--- config.mk ---
export PLATFORM = sky130hd
export DESIGN_NAME = tmr_channel
export DESIGN_NICKNAME = d
export VERILOG_FILES = /design/src/rtl/tmr_pkg.sv /design/src/rtl/tmr_ctrl.sv /design/src/rtl/tmr_datapath.sv /design/src/rtl/tmr_channel.sv
export SDC_FILE = /design/constraint.sdc
export NUM_CORES = 1
export LEC_CHECK = 0
export CORE_MARGIN = 10
export CORE_UTILIZATION = 45
export CTS_BUF_LIST = sky130_fd_sc_hd__clkbuf_8
export DETAILED_ROUTE_END_ITERATION = 16
export DONT_BUFFER_PORTS = 1
export PLACE_DENSITY_LB_ADDON = 0.3
export SETUP_SLACK_MARGIN = 0.1
export SYNTH_ARGS = -nofsm -noshare
export SYNTH_HDL_FRONTEND = slang
export SYNTH_HIERARCHICAL = 1
export SYNTH_SLANG_ARGS = --single-unit
--- constraint.sdc ---
create_clock -name clk -period 7.1 [get_ports clk]
set_clock_uncertainty 0.2 [all_clocks]
set_input_delay 0.71 -clock clk [delete_from_list [all_inputs] [get_ports clk]]
set_output_delay 0.71 -clock clk [all_outputs]
set_load 0.03 [all_outputs]
--- src/rtl/tmr_pkg.sv ---
package tmr_pkg;
  // Register byte offsets; software depends on these positions.
  localparam logic [7:0] OFF_CMP   = 8'h00;
  localparam logic [7:0] OFF_CNT   = 8'h04;
  localparam logic [7:0] OFF_STAT  = 8'h10;
  localparam logic [7:0] OFF_START = 8'h14;
  localparam logic [7:0] OFF_STOP  = 8'h18;
  localparam logic [7:0] OFF_CTRL  = 8'h20;

  // Control bit that selects free-run mode.
  localparam int CTRL_FREE_BIT = 1;

  // Number of clocks a stop request is held pending.
  localparam int STOP_LAT = 2;

  typedef struct packed {
    logic startLoad;  // latch compare/mode and preset counter
    logic runEn;      // channel running, advance counter
  } tmr_strobe_t;
endpackage

--- src/rtl/tmr_ctrl.sv ---
module tmr_ctrl
  import tmr_pkg::*;
#(
  parameter int ADDR_W = 8,
  parameter int DATA_W = 32,
  parameter int CNT_W  = 32
) (
  input  logic              clk,
  input  logic              rst,
  input  logic [ADDR_W-1:0] busAddr,
  input  logic              busWe,
  input  logic [DATA_W-1:0] busWdata,
  output logic [DATA_W-1:0] busRdata,
  input  logic [CNT_W-1:0]  cntVal,
  output logic [CNT_W-1:0]  cmpReg,
  output logic              freeSel,
  output tmr_strobe_t       strobes
);
  localparam int SD_W = $clog2(STOP_LAT + 1);

  logic [7:0]      ctrlReg;
  logic            running;
  logic [SD_W-1:0] stopDly;

  logic selCmp, selCnt, selStat, selStart, selStop, selCtrl;
  logic startHit, stopHit, startLoad;

  assign selCmp   = busAddr == ADDR_W'(OFF_CMP);
  assign selCnt   = busAddr == ADDR_W'(OFF_CNT);
  assign selStat  = busAddr == ADDR_W'(OFF_STAT);
  assign selStart = busAddr == ADDR_W'(OFF_START);
  assign selStop  = busAddr == ADDR_W'(OFF_STOP);
  assign selCtrl  = busAddr == ADDR_W'(OFF_CTRL);

  assign startHit  = busWe && selStart && busWdata[0];
  assign stopHit   = busWe && selStop && busWdata[0];
  assign startLoad = startHit && !running;

  assign freeSel   = ctrlReg[CTRL_FREE_BIT];
  assign strobes.startLoad = startLoad;
  assign strobes.runEn     = running;

  always_ff @(posedge clk) begin
    if (rst) begin
      cmpReg  <= '0;
      ctrlReg <= '0;
      running <= 1'b0;
      stopDly <= '0;
    end else begin
      if (busWe && selCmp)  cmpReg  <= busWdata[CNT_W-1:0];
      if (busWe && selCtrl) ctrlReg <= busWdata[7:0];
      if (startLoad) running <= 1'b1;
      if (stopDly != '0) begin
        if (stopDly == SD_W'(STOP_LAT)) begin
          stopDly <= '0;
          running <= 1'b0;
        end else begin
          stopDly <= stopDly + 1'b1;
        end
      end else if (stopHit && running) begin
        stopDly <= SD_W'(1);
      end
    end
  end

  always_comb begin
    busRdata = '0;
    if (selCmp)       busRdata = DATA_W'(cmpReg);
    else if (selCnt)  busRdata = DATA_W'(cntVal);
    else if (selStat) busRdata = DATA_W'(running);
    else if (selCtrl) busRdata = DATA_W'(ctrlReg);
  end


  start_runs_chk: assert property (@(posedge clk) disable iff (rst)
    startLoad |=> running);

  stop_done_chk: assert property (@(posedge clk) disable iff (rst)
    (stopDly == SD_W'(STOP_LAT)) |=> !running);

  stop_held_chk: assert property (@(posedge clk) disable iff (rst)
    (stopHit && running && stopDly == '0) |=> running);

  restart_ignored_chk: assert property (@(posedge clk) disable iff (rst)
    (startHit && running && stopDly == '0) |=> running);
endmodule

--- src/rtl/tmr_datapath.sv ---
module tmr_datapath
  import tmr_pkg::*;
#(
  parameter int CNT_W = 32
) (
  input  logic             clk,
  input  logic             rst,
  input  tmr_strobe_t      strobes,
  input  logic [CNT_W-1:0] cmpReg,
  input  logic             freeSel,
  output logic [CNT_W-1:0] cntVal,
  output logic             irqOut
);
  logic [CNT_W-1:0] cmpLive;
  logic             freeLive;
  logic             hit;

  assign hit = freeLive ? (cntVal == cmpLive) : (cntVal == '0);

  always_ff @(posedge clk) begin
    if (rst) begin
      cntVal   <= '0;
      cmpLive  <= '0;
      freeLive <= 1'b0;
      irqOut   <= 1'b0;
    end else if (strobes.startLoad) begin
      cmpLive  <= cmpReg;
      freeLive <= freeSel;
      cntVal   <= freeSel ? '0 : cmpReg;
      irqOut   <= 1'b0;
    end else if (strobes.runEn) begin
      irqOut <= hit;
      if (freeLive)  cntVal <= cntVal + 1'b1;
      else if (hit)  cntVal <= cmpLive;
      else           cntVal <= cntVal - 1'b1;
    end else begin
      irqOut <= 1'b0;
    end
  end


  frozen_cnt_chk: assert property (@(posedge clk) disable iff (rst)
    (!strobes.runEn && !strobes.startLoad) |=> $stable(cntVal));

  upcount_chk: assert property (@(posedge clk) disable iff (rst)
    (strobes.runEn && !strobes.startLoad && freeLive)
      |=> cntVal == $past(cntVal) + 1'b1);

  downcount_chk: assert property (@(posedge clk) disable iff (rst)
    (strobes.runEn && !strobes.startLoad && !freeLive && cntVal != '0)
      |=> cntVal == $past(cntVal) - 1'b1);

  single_pulse_chk: assert property (@(posedge clk) disable iff (rst)
    (irqOut && freeLive && CNT_W > 1) |=> !irqOut);

  reset_quiet_chk: assert property (@(posedge clk) disable iff (rst)
    $past(rst) |-> (!irqOut && cntVal == '0));
endmodule

--- src/rtl/tmr_channel.sv ---
module tmr_channel
  import tmr_pkg::*;
#(
  parameter int ADDR_W = 8,
  parameter int DATA_W = 32,
  parameter int CNT_W  = 32
) (
  input  logic              clk,
  input  logic              rst,
  input  logic [ADDR_W-1:0] busAddr,
  input  logic              busWe,
  input  logic [DATA_W-1:0] busWdata,
  output logic [DATA_W-1:0] busRdata,
  output logic              irqOut
);
  tmr_strobe_t      strobes;
  logic [CNT_W-1:0] cntVal;
  logic [CNT_W-1:0] cmpReg;
  logic             freeSel;

  tmr_ctrl #(.ADDR_W(ADDR_W), .DATA_W(DATA_W), .CNT_W(CNT_W)) u_ctrl (
    .clk(clk), .rst(rst), .busAddr(busAddr), .busWe(busWe),
    .busWdata(busWdata), .busRdata(busRdata), .cntVal(cntVal),
    .cmpReg(cmpReg), .freeSel(freeSel), .strobes(strobes)
  );

  tmr_datapath #(.CNT_W(CNT_W)) u_dp (
    .clk(clk), .rst(rst), .strobes(strobes), .cmpReg(cmpReg),
    .freeSel(freeSel), .cntVal(cntVal), .irqOut(irqOut)
  );
endmodule

-- Word level (Yosys, flattened, before mapping)
Index checks and enable logic that the tools add are counted.
- input bits: 43
- output and inout bits: 33
- word-level logic and storage cells: 50
- bits in registers: 109
- mux-type cells: 16
- equality and inequality tests: 7
- bitwise operators: 1
- reductions and logical operators: 15
- add/subtract/negate cells: 3
- operator list (cell ; count):
    two-way mux 32 bit ; 8
    adder 32 x 1 -> 32 bit, second input constant ; 1
    equality test 32 bit ; 1
    logical NOT 32 bit ; 1
    subtractor 32 x 1 -> 32 bit, second input constant ; 1
    equality test 8 x 5 -> 1 bit, second input constant ; 3
    equality test 8 x 3 -> 1 bit, second input constant ; 1
    equality test 8 x 6 -> 1 bit, second input constant ; 1
    logical AND 1 bit ; 8
    logical NOT 8 bit ; 1
    two-way mux 8 bit ; 1
    two-way mux 2 bit ; 3
    nonzero test 2 bit ; 3
    two-way mux 1 bit ; 4
    OR reduction 3 bit ; 1
    adder 2 x 1 -> 2 bit, second input constant ; 1
    equality test 2 bit, second input constant ; 1
    logical NOT 1 bit ; 1
    inverter 1 bit ; 1

-- Depth between registers and ports, before layout
Gate-level depths: netlist (run 1).
- word-level depth: 7
- depth in mapped cells: 13
- depth with buffers taken out: 8

-- By module
Netlist (run 1), hierarchy kept.
- by module, submodules not included (module ; times used ; area each (um^2) ; cells each ; sequential area each (um^2)):
    tmr_datapath ; 1 ; 5131.2 ; 662 ; 1321.3
    tmr_ctrl ; 1 ; 2787.7 ; 299 ; 860.8

-- Least setup slack after synthesis (run 1)
OpenSTA, ideal clock, no wires.
- path kind: input to register
- start point: input busAddr[1]
- end point: register u_dp.cmpLive[10]
- data arrival time: 3165 ps
- path buffers: 6
- setup time: 128 ps
- data required time: 6772 ps
- cell stages on the path: 11
- path slack: 3608 ps
- cell sequence: nor3_1 > clkbuf_8 > clkbuf_8 > nand2_1 > nor3_1 > buf_4 > clkbuf_1 > clkbuf_1 > clkbuf_1 > mux2i_1 > nor2_1
- cells in the longest elaborated chain, start to end: 4
- ends and longest elaborated chain (what ; RTL line ; source):
    from (decl) ; tmr_channel.sv:10 ; input logic [ADDR_W-1:0] busAddr,
    equality test 8 x 5 -> 1 bit ; tmr_ctrl.sv:31 ; assign selStart = busAddr == ADDR_W'(OFF_START);
    logical AND 1 bit (2 in a row) ; tmr_ctrl.sv:35 ; assign startHit = busWe && selStart && busWdata[0];
    logical AND 1 bit ; tmr_ctrl.sv:37 ; assign startLoad = startHit && !running;
    via u_ctrl.startLoad ; tmr_ctrl.sv:26 ; logic startHit, stopHit, startLoad;
    to (signal assigned) ; tmr_datapath.sv:27 ; cmpLive <= cmpReg;
    to (decl) ; tmr_datapath.sv:14 ; logic [CNT_W-1:0] cmpLive;
The timed path passes the listed nets, and every way through them passes these cells.
A chain may end at the register's enable or synchronous reset.

-- Final worst setup path (run 1)
- start point: input busAddr[7]
- end point: output busRdata[8]
- cells in the longest elaborated chain, start to end: 3
- elaborated cells on any way between the ends: 4
- those cells by class: eq/ne (1); mux (2); reduce/logical (1)
- ends and longest elaborated chain (what ; RTL line ; source):
    equality test 8 x 3 -> 1 bit ; tmr_ctrl.sv:29 ; assign selCnt = busAddr == ADDR_W'(OFF_CNT);
    two-way mux 32 bit ; tmr_ctrl.sv:69 ; else if (selCnt) busRdata = DATA_W'(cntVal);
    two-way mux 32 bit (*) ; tmr_ctrl.sv:68 ; if (selCmp) busRdata = DATA_W'(cmpReg);
    to (decl) ; tmr_channel.sv:13 ; output logic [DATA_W-1:0] busRdata,
Every way passes the cells marked *; elsewhere a longest branch is shown, timed or not.

==> results.txt, run 1 <==
The die outline width is 153 um. The max-slew headroom at the worst pin is 25.9%. The H-tree level count came out at 3. The row count is 48. The antenna cell count came out at 0. Data arrives at the worst endpoint at 2800 ps. The area share of the leading cell type in the synthesized netlist came out at 27.6%.

Setup repair after global routing left no endpoint under its margin. The number of nets in the final layout is 923. For this design the ratio of total power to cell area is 138 nW/um2. The average wire per standard cell is 21.3 um. The total global-route track usage is 19.4%.

The pin count of the biggest net entering global routing came out at 124. The post-CTS setup buffer count is 0. The die covers 23,300 um2.

The count of hold-fix buffers inserted at cts came out at 0. STA puts the critical path data required time at 6190 ps. TritonCTS built the clock tree. The worst setup path is captured at an output port. The hold violation total from the final report was 0. The post-placement setup slack came out at 3360 ps.

The first global-routing pass estimated 37,500 um of wire. The area added between synthesis and finish is -0.363%. The core region is 17,300 um2. The final critical-path required period is 3710 ps. The number of CTS-inserted buffers came out at 9.

The synthesized netlist cell count is 961. Derived from the worst setup path, the maximum achievable clock frequency is 269 MHz. The number of nets in the synthesized netlist is 1,007. The longest clock path from root to sink contains 2 buffers. The routed wire length is 23,600 um. Of the cells placed in the final design, the portion with a size suffix greater than 1 is 8.39%. The number of distinct library cell variants in the gate-level netlist after synthesis came out at 68.

The worst setup path is launched from an input pin. The post-route standard cell area excluding fillers came out at 7890 um2. The accumulated negative setup slack came out at 0 ps. VDD sags by at most 0.0838 mV. By area the synthesized netlist is led by sky130_fd_sc_hd__dfxtp_1 (28%), sky130_fd_sc_hd__mux2i_1 (10%), sky130_fd_sc_hd__xnor2_1 (5.8%).

The number of nets with antenna violations after detailed routing came out at 0. After synthesis, the share of flip-flops with an asynchronous set or reset is 0%. The min-delay analysis places its worst path in the category in -> reg. The startpoint identified for the worst register-to-register timing path is u_dp/cntVal[2].

The leading register cell type out of synthesis is sky130_fd_sc_hd__dfxtp_1. The first detailed-routing pass took 5 iterations. The average vias per placed instance came out at 6.37. The number of clock sinks came out at 109. The starting utilization of the core area is 45.8%. The clock-pin slew of the registers on the worst-case setup and hold paths is 110 ps. Sequential cells were found to cover 27.6% of the synthesized design area. The cell area after technology mapping is 7920 um2. The clock reaches the later pin of the worst-skew pair after 400 ps. A synthesized cell averages 8.24 um2. The max-cap violation count came out at 0. Along the worst path, the maximum fanout reaches 26. Setup violations remaining at the end of the flow were counted as 0. The standby leakage power came out at 2.55 nW. The cell count of the worst hold path is 1. After the first detailed-routing iteration, the DRC count stood at 821. The placed standard-cell area came out at 7690 um2. During synthesis, Yosys emitted a total of 6 warnings. The number of storage elements in the synthesis netlist came out at 109. The run finished with clean final reports. The remaining global-route overflow is 0.

The placer's final routability congestion estimate is 0.890. The most common cell after layout, fill and taps aside is sky130_fd_sc_hd__dfxtp_1. The least setup slack across all paths after layout came out at 3390 ps. The count of final max-slew check failures came out at 0. The total of buffers placed on input and output ports is 0. The library cell occupying the most area in the post-synthesis netlist is sky130_fd_sc_hd__dfxtp_1.

The number of synthesized flops with an enable pin is 0. For the worst flop-to-flop path, the logic depth is 6. After legalization and detailed placement, the total HPWL measured 15,600 um. The final critical path takes up 52.3% of the cycle. The via count of the first global-routing pass came out at 6,418. The number of antenna violations at the first check in global routing came out at 0. The count of unresolved DRC violations after routing came out at 0. The detailed router placed 7,053 vias in this run. The worst-margin pin slew came out at 1110 ps.

In this run the worst setup path begins at busAddr[7]. The post-CTS resize count is 0. The overall power of the completed layout came out at 0.00109 W. The critical path in this run is classified as in -> out. The die extent in y is 153 um. Pin placement for this block handled 76 I/O pins.

The hold path startpoint is rst. The root buffer cell chosen for the clock tree is sky130_fd_sc_hd__clkbuf_8. The library cells used most frequently in the layout, excluding fill and tap cells, are sky130_fd_sc_hd__dfxtp_1 (109), sky130_fd_sc_hd__mux2i_1 (83), sky130_fd_sc_hd__nor2_1 (82).
-- kinds of logic (layout without fill, tap and decap cells) --
family,after synthesis,in the layout,synth area share [%]
simple gates,356,356,25.1
compound gates,201,201,18.8
buf+inv,131,52,8.94
flops,109,109,27.6
mux,83,83,10.5
xor+xnor,78,78,8.63
fa+ha+maj,3,3,0.474
-- synthesized netlist by cell type (9+ instances only) --
library cell / n
sky130_fd_sc_hd__o21ai_0: 21
sky130_fd_sc_hd__a221oi_1: 19
sky130_fd_sc_hd__a21oi_1: 58
sky130_fd_sc_hd__nand2_1: 42
sky130_fd_sc_hd__nand2b_1: 35
sky130_fd_sc_hd__o31ai_2: 20
sky130_fd_sc_hd__xnor2_1: 52
sky130_fd_sc_hd__o31ai_1: 23
sky130_fd_sc_hd__inv_1: 23
sky130_fd_sc_hd__buf_2: 11
sky130_fd_sc_hd__clkbuf_1: 63
sky130_fd_sc_hd__a211oi_1: 17
sky130_fd_sc_hd__clkbuf_8: 9
sky130_fd_sc_hd__or4_1: 9
sky130_fd_sc_hd__nor4_1: 20
sky130_fd_sc_hd__nor2_1: 82
sky130_fd_sc_hd__nand4_1: 45
sky130_fd_sc_hd__buf_1: 10
sky130_fd_sc_hd__xor2_1: 26
sky130_fd_sc_hd__nand3_1: 20
sky130_fd_sc_hd__nor3_1: 39
sky130_fd_sc_hd__mux2i_1: 83
sky130_fd_sc_hd__or2_2: 10
sky130_fd_sc_hd__dfxtp_1: 109
sky130_fd_sc_hd__or3_1: 11
-- layer usage --
metal,share of wire (%),vias up,global-route usage [%]
met5,0,-,0
met4,2.5,0,6.99
met3,6.7,39,3.92
met2,44,256,28.4
met1,46,3417,27.2
li1,-,3341,-
-- sequential cells by signal (all words and copies together) (netlist names) --
| name | flops |
|---|---|
| u_ctrl/running | 1 |
| u_dp/irqOut | 1 |
| u_ctrl/stopDly | 2 |
| u_dp/cntVal | 32 |
| u_dp/cmpLive | 32 |
| u_dp/freeLive | 1 |
| u_ctrl/ctrlReg | 8 |
| u_ctrl/cmpReg | 32 |
-- metrics by stage --
step	instances	utilization, %	hold WS [ps]
floorplan	961	-	212
global placement	1091	44.5	237
detailed placement	1091	44.5	230
CTS	1107	45.6	159
global route	1107	45.6	165
finish	1107	45.6	203
-- critical path, cell delays in order --
cell and delay (ps):
sky130_fd_sc_hd__nor4_4 240, sky130_fd_sc_hd__buf_4 320, sky130_fd_sc_hd__nand2_1 720, sky130_fd_sc_hd__nor2_1 780
-- cell type report --
class                           instances  area (um2)
Sequential cell                       109        2180
Fill cell                            1760        9410
Timing Repair Buffer                   13        97.6
Tap cell                              225         282
Multi-Input combinational cell        721        5040
Clock inverter                          6        63.8
Inverter                               23        86.3
Clock buffer                           10         138
-- power breakdown --
group / leakage (nW) / internal [W] / total (W) / switching [W]
combinational: 1.57 / 0.0000252 / 0.0000689 / 0.0000437
clock: 0.104 / 0.000173 / 0.000406 / 0.000234
sequential: 0.878 / 0.000612 / 0.000614 / 0.00000203
-- final timing paths --
| path | end | slack (ps) |
|---|---|---|
| max | busRdata[8] | 3390 |
| min | u_dp/cntVal[5] | 200 |
| max reg2reg | u_dp/irqOut | 3700 |
| min reg2reg | u_ctrl/stopDly[1] | 250 |
No activity file was read; power rests on OpenSTA's default activity.
==> inputs of run 2 (changes only) <==
==> constraint.sdc (replaced) <==
create_clock -name clk -period 3.38 [get_ports clk]
set_clock_uncertainty 0.2 [all_clocks]
set_input_delay 0.338 -clock clk [delete_from_list [all_inputs] [get_ports clk]]
set_output_delay 0.338 -clock clk [all_outputs]
set_load 0.03 [all_outputs]
==> results.txt, run 2 (synthesized netlist as in run 1, its figures left out) <==
The required time at the endpoint of the critical path came out at 3460 ps. The detailed router finished its first iteration with 678 violations. The total global-route track usage came out at 20.1%. Of all nets on the critical path, the largest fanout is 15.

The net count of the finished layout is 1,009. The top-level I/O count is 76. The maximum clock insertion buffer count came out at 2. The met3 routed wirelength came out at 1920 um. The worst-margin pin slew came out at 702 ps. Setup repair after global routing left no endpoint under its margin. The met2 wire length came out at 11,100 um. The standby leakage power came out at 2.99 nW. The H-tree was split into 3 levels. The hold violation total from the final report came out at 0. For this configuration, the core starts out at a cell density of 45.8%. The number of clock sinks came out at 109. The half-perimeter wire length of the detailed placement result came out at 16,600 um. The post-route standard cell area excluding fillers came out at 8700 um2. The top achievable clock speed is 340 MHz. The top cell types in the final layout, fill and taps aside, are sky130_fd_sc_hd__dfxtp_1 (109), sky130_fd_sc_hd__mux2i_1 (83), sky130_fd_sc_hd__nor2_1 (82). The flow ran to the end, and the final reports show no timing, DRC or antenna violations.

The number of antenna violations at the first check in global routing came out at 0. The max-slew headroom at the worst pin is 53.0%. The total die area came out at 23,300 um2. For this block, the routed nets add up to 24,600 um of wire. Of the available clock period, the critical path in the final layout requires 86.9%.

The largest registers in the layout are u_ctrl/cmpReg: 32 flops, u_dp/cmpLive: 32 flops, u_dp/cntVal: 32 flops. The count of final max-slew check failures is 0. Entering global routing, the biggest net connects 122 pins.

The tree is rooted in a sky130_fd_sc_hd__clkbuf_8. The number of iterations in the first detailed-routing pass is 5. The placer's final routability congestion estimate is 0.914.

The clock-pin slew of the registers on the worst-case setup and hold paths came out at 110 ps. The highest metal layer carrying signal wires in the routed design is met4. The instance count after placement with tap cells included came out at 1,138.

The die extent in y came out at 153 um. The cell count of the worst hold path is 3. The depth of the worst register-to-register path came out at 9. Max-cap violations in this run came to 0. The average vias per placed instance came out at 6.23.

The area growth from synthesis to layout is 9.88%. The via count of the first global-routing pass came to 7,077. The accumulated negative setup slack came out at 0 ps. Traced cell by cell, the critical path runs through inv_1 -> ha_1 -> or4b_1 -> or3_1 -> nor3_4 -> buf_4 -> nand2_1 -> o311a_1 -> a2111oi_1.

The clock insertion delay at the later pin of the skew report came out at 400 ps. The routed layout has 7,437 vias. Counting buffers and inverters, the worst setup path is 9 cells deep.

The global-route wire length before repair came out at 39,500 um. The floorplan has 48 rows. TritonCTS built the clock tree. At the worst endpoint, the arrival time is 3020 ps. The core region is 17,300 um2.

The placed standard-cell area came out at 8070 um2. The kind of capture point of the worst setup path is a flop. The library cell used most frequently in the layout, excluding fill and tap cells, is sky130_fd_sc_hd__dfxtp_1. Power spread over the standard cell area amounts to 278 nW/um2. On the critical path the largest part of the delay comes from simple AND/OR/NAND/NOR gates. In the final layout, the share of cells above drive strength 1 is 12.5%. The count of non-filler cells in the finished layout is 1,193. The average wire per standard cell is 20.6 um. The die outline width came out at 153 um. By startpoint and endpoint, the worst setup path is classified as reg -> reg. The largest stage delay on the critical path is 470 ps. In the routed design, unresolved DRC markers number 0. The final critical-path required period is 2940 ps. The total of buffers placed on input and output ports is 0. The count of final setup violators is 0. The buffering stage count on the worst path with inverters included is 2. The total overflow left after global routing is 0.

The path class of the tightest hold or removal check is in -> reg. Gates resized during post-CTS repair numbered 0. The highest ir drop seen on vdd is 0.194 mV. The routed length on met1 came out at 11,000 um. The nature of the critical path startpoint is a flop. The number of CTS-inserted buffers came out at 9. The slowest stage of the critical path belongs to the cell sky130_fd_sc_hd__or4b_1. The count of nets left with antenna violations once routing finished came out at 0.

The worst setup slack for register-to-register paths is 440 ps.
## run 2: changes by cell type in the layout (fill, tap and decap cells not counted), sizes merged
cell,previous run,this run
clkbuf,10,11
diode,0,1
clkinv,3,1
buf,13,61
bufinv,1,2
dlygate4sd3,0,38
clkinvlp,1,0
## run 2: final cells by class
| class | count | area, um2 |
|---|---|---|
| Antenna cell | 1 | 2.50 |
| Clock buffer | 11 | 151 |
| Clock inverter | 4 | 72.6 |
| Fill cell | 1716 | 8600 |
| Inverter | 23 | 86.3 |
| Multi-Input combinational cell | 721 | 5040 |
| Sequential cell | 109 | 2180 |
| Tap cell | 225 | 282 |
| Timing Repair Buffer | 99 | 883 |
## run 2: stage by stage
stage                     hold WS (ps)  worst slack (ps)  total power [W]  utilization (%)
after global placement             225               546          0.00147             46.6
after floorplan                    212               260          0.00148                -
after global routing              56.1               227          0.00249             50.3
after detailed placement           224               465          0.00147             46.6
final                             42.8               443          0.00242             50.3
after CTS                         2.49               429          0.00243             50.3
## run 2: path summary, 6_finish.rpt
kind / from / endpoint
max: u_dp/cntVal[0] / u_dp/cntVal[6]
max reg2reg: u_dp/cntVal[0] / u_dp/cntVal[6]
min: rst / u_dp/cntVal[17]
min reg2reg: u_ctrl/stopDly[1] / u_ctrl/stopDly[1]
## run 2: metal layers
layer  vias to the layer above  track usage (%)
li1                       3503                -
met1                      3594             27.2
met2                       301             30.6
met3                        39             4.46
met4                         0             6.95
met5                         -                0
## run 2: power by group
group | total (W) | internal [W] | switching (W)
sequential | 0.00129 | 0.00128 | 0.00000330
combinational | 0.000213 | 0.0000894 | 0.000123
clock | 0.000918 | 0.000453 | 0.000464
total | 0.00242 | 0.00183 | 0.000591
## run 2: what timing repair did
action,4_1_cts,5_1_grt
hold buffers,39,0
hold endpoints to repair,109,0
setup buffers,0,0
## run 2: worst min-delay path, stage by stage
cell	delay, ps
sky130_fd_sc_hd__nor3_1	30
sky130_fd_sc_hd__a21oi_1	120
sky130_fd_sc_hd__o21ai_0	110
==> inputs of run 3 (changes only) <==
--- a/config.mk
+++ b/config.mk
@@ -11,6 +11,7 @@
 export DETAILED_ROUTE_END_ITERATION = 16
 export DONT_BUFFER_PORTS = 1
 export PLACE_DENSITY_LB_ADDON = 0.3
+export RECOVER_POWER = 100
 export SETUP_SLACK_MARGIN = 0.1
 export SYNTH_ARGS = -nofsm -noshare
 export SYNTH_HDL_FRONTEND = slang
==> results.txt, run 3 (synthesized netlist as in run 1, its figures left out) <==
In this run, the clock network consumes 38.0% of the power. The congestion estimate from routability-driven global placement came to 0.914. The max-slew headroom at the worst pin is -16.4%. Max-cap violations in this run came to 1.

The placeable core region came out at 17,300 um2. The accumulated negative setup slack came out at 0 ps. The post-placement setup slack came out at 465 ps.

The standby leakage power is 2.86 nW. The average wire per standard cell came out at 20.7 um. The finished layout holds 1,193 standard cells, fillers aside. The CTS root buffer is sky130_fd_sc_hd__clkbuf_8.

The instance count after placement with tap cells included came out at 1,138. Setup repair after global routing left no endpoint under its margin. The row count is 48. The worst path meets setup with 324 ps of slack. The nature of the critical path startpoint is an input pin. The clock tree from TritonCTS is yes.

The starting utilization of the core area is 45.8%. The average vias per placed instance is 6.25. The required time at the endpoint of the critical path is 2840 ps. The switching share of total power came out at 24.4%. The post-CTS setup buffer count came out at 0. Sequential cells account for 53.4% of the total power. The post-CTS resize count is 0. The die extent in y came out at 153 um. The worst setup slack for register-to-register paths is 330 ps.

The via total after detailed routing came out at 7,460. The via count of the first global-routing pass is 7,077. Timing would allow up to 327 MHz. Counting instances, the worst hold path has a depth of 3. The startpoint identified for the worst hold timing path is rst. The number of CTS-inserted buffers came out at 9.

The ratio of final minimum period to clock period is 90.4%. The final critical-path required period came out at 3060 ps. The number of antenna violations at the first check in global routing came out at 0. After global routing the overflow that remains totals 0. The kind of capture point of the worst setup path is an output port. The startpoint-to-endpoint class of the critical path is in -> out. In this run the tool buffered the top-level ports with 0 buffer cells. Measured in cells, the most critical reg-to-reg path has a length of 8. The total die area is 23,300 um2.

The fraction of layout cells with a size suffix above 1 came out at 9.10%. The number of nets with antenna violations after detailed routing is 0. In the layout the commonest cells are sky130_fd_sc_hd__dfxtp_1 (109), sky130_fd_sc_hd__mux2i_1 (83), sky130_fd_sc_hd__nor2_1 (82).

The H-tree level count is 3. The number of nets in the final layout came out at 1,009. The half-perimeter wire length of the detailed placement result came out at 16,600 um. After clock tree synthesis, the flow added hold-fix buffers numbering 39. The pre-antenna-repair detailed-routing pass consisted of 5 iterations. The top-level I/O count is 76.

The type of the worst min-delay path is in -> reg. At the pin with the least slew margin, the transition time is 1750 ps. After detailed routing, the number of remaining DRC violations is 0.

The clock-pin slew of the registers on the worst-case setup and hold paths came out at 110 ps. The maximum fanout along the worst path is 26. For this design, the sink count on the clock tree is 109. Data on the critical path arrives at its endpoint at 2520 ps. Fill cells in the final layout number 1,755. The die outline width is 153 um. The overall power of the completed layout came out at 0.00241 W.

The run finished, with violations left. The count of final setup violators came out at 0. The global-route wire length before repair is 39,500 um. For this design the total switching power over the nets is 0.000589 W.

For this design the ratio of total power to cell area is 283 nW/um2. For hold timing, the worst endpoint is u_dp/cntVal[17]. The highest ir drop seen on vdd came out at 0.195 mV.

The capture instance of the worst register-to-register path is u_dp/cntVal[31]. The area growth from synthesis to layout is 7.87%. In this run the deepest clock path goes through 2 buffers. The count of final max-slew check failures was 26.

The first routing iteration left 755 violations. The cell internal power dissipation is 0.00183 W. The library cell used most frequently in the layout, excluding fill and tap cells, is sky130_fd_sc_hd__dfxtp_1. Per report_power, the combinational group accounts for 8.7% of the total. The routed wire length came out at 24,700 um.

The clock insertion delay at the later pin of the skew report came out at 400 ps. The checks that failed: max-capacitance violations, max-slew violations. The hold violation total from the final report is 0. The largest registers in the layout are u_ctrl/cmpReg: 32 flops, u_dp/cmpLive: 32 flops, u_dp/cntVal: 32 flops. The pin count of the biggest net entering global routing is 122. Global routing consumed, over all layers together, 20.1% of the routing resources. The worst register-to-register path begins at u_dp/cntVal[0].
-- run 3: area by class of cell --
class / instances / area (um2) / share of cell area (%)
Antenna cell: 1 / 2.50 / 0.0293
Tap cell: 225 / 282 / 3.30
Inverter: 23 / 86.3 / 1.01
Sequential cell: 109 / 2180 / 25.5
Clock buffer: 11 / 151 / 1.77
Timing Repair Buffer: 99 / 786 / 9.20
Clock inverter: 4 / 72.6 / 0.850
Multi-Input combinational cell: 721 / 4980 / 58.3
-- run 3: how the worst max path moves through the flow --
| stage | from | endpoint | slack (ps) | cells after the start |
|---|---|---|---|---|
| 6_report | busAddr[7] | busRdata[8] | 320 | 6 |
| 5_1_grt | u_dp/cntVal[0] | u_dp/cntVal[31] | 120 | 8 |
| 4_1_cts | u_dp/cntVal[0] | u_dp/cntVal[6] | 430 | 9 |
| 3_5_place_dp | u_dp/cntVal[0] | u_dp/cntVal[6] | 470 | 9 |
| 3_3_place_gp | u_dp/cntVal[0] | u_dp/cntVal[6] | 550 | 9 |
| 2_1_floorplan | busAddr[1] | u_dp/cmpLive[10] | 260 | 11 |
-- run 3: critical path, cell delays in order --
cell	delay [ps]
sky130_fd_sc_hd__nor4_1	260
sky130_fd_sc_hd__clkbuf_1	920
sky130_fd_sc_hd__nand2_1	110
sky130_fd_sc_hd__buf_4	270
sky130_fd_sc_hd__nor2_1	250
sky130_fd_sc_hd__clkbuf_1	350
-- run 3: metrics by stage --
stage	hold slack, ps	util, %	area, um2
after global placement	225	46.6	8070
final	38.3	49.4	8540
after floorplan	212	-	7920
after global routing	56.1	49.4	8540
after detailed placement	224	46.6	8070
after CTS	2.49	50.3	8700
-- run 3: routing by layer --
metal | wire (um) | GRT usage (%)
met1 | 11100 | 27.2
met2 | 11200 | 30.6
met3 | 1830 | 4.46
met4 | 566 | 6.95
met5 | 0 | 0
-- run 3: power groups by stage --
stage               clock, W  sequential (W)  combinational (W)
floorplan                  0         0.00132           0.000162
global placement           0         0.00132           0.000148
detailed placement         0         0.00132           0.000148
CTS                 0.000938         0.00129           0.000209
global route        0.000968         0.00129           0.000225
finish              0.000917         0.00129           0.000209
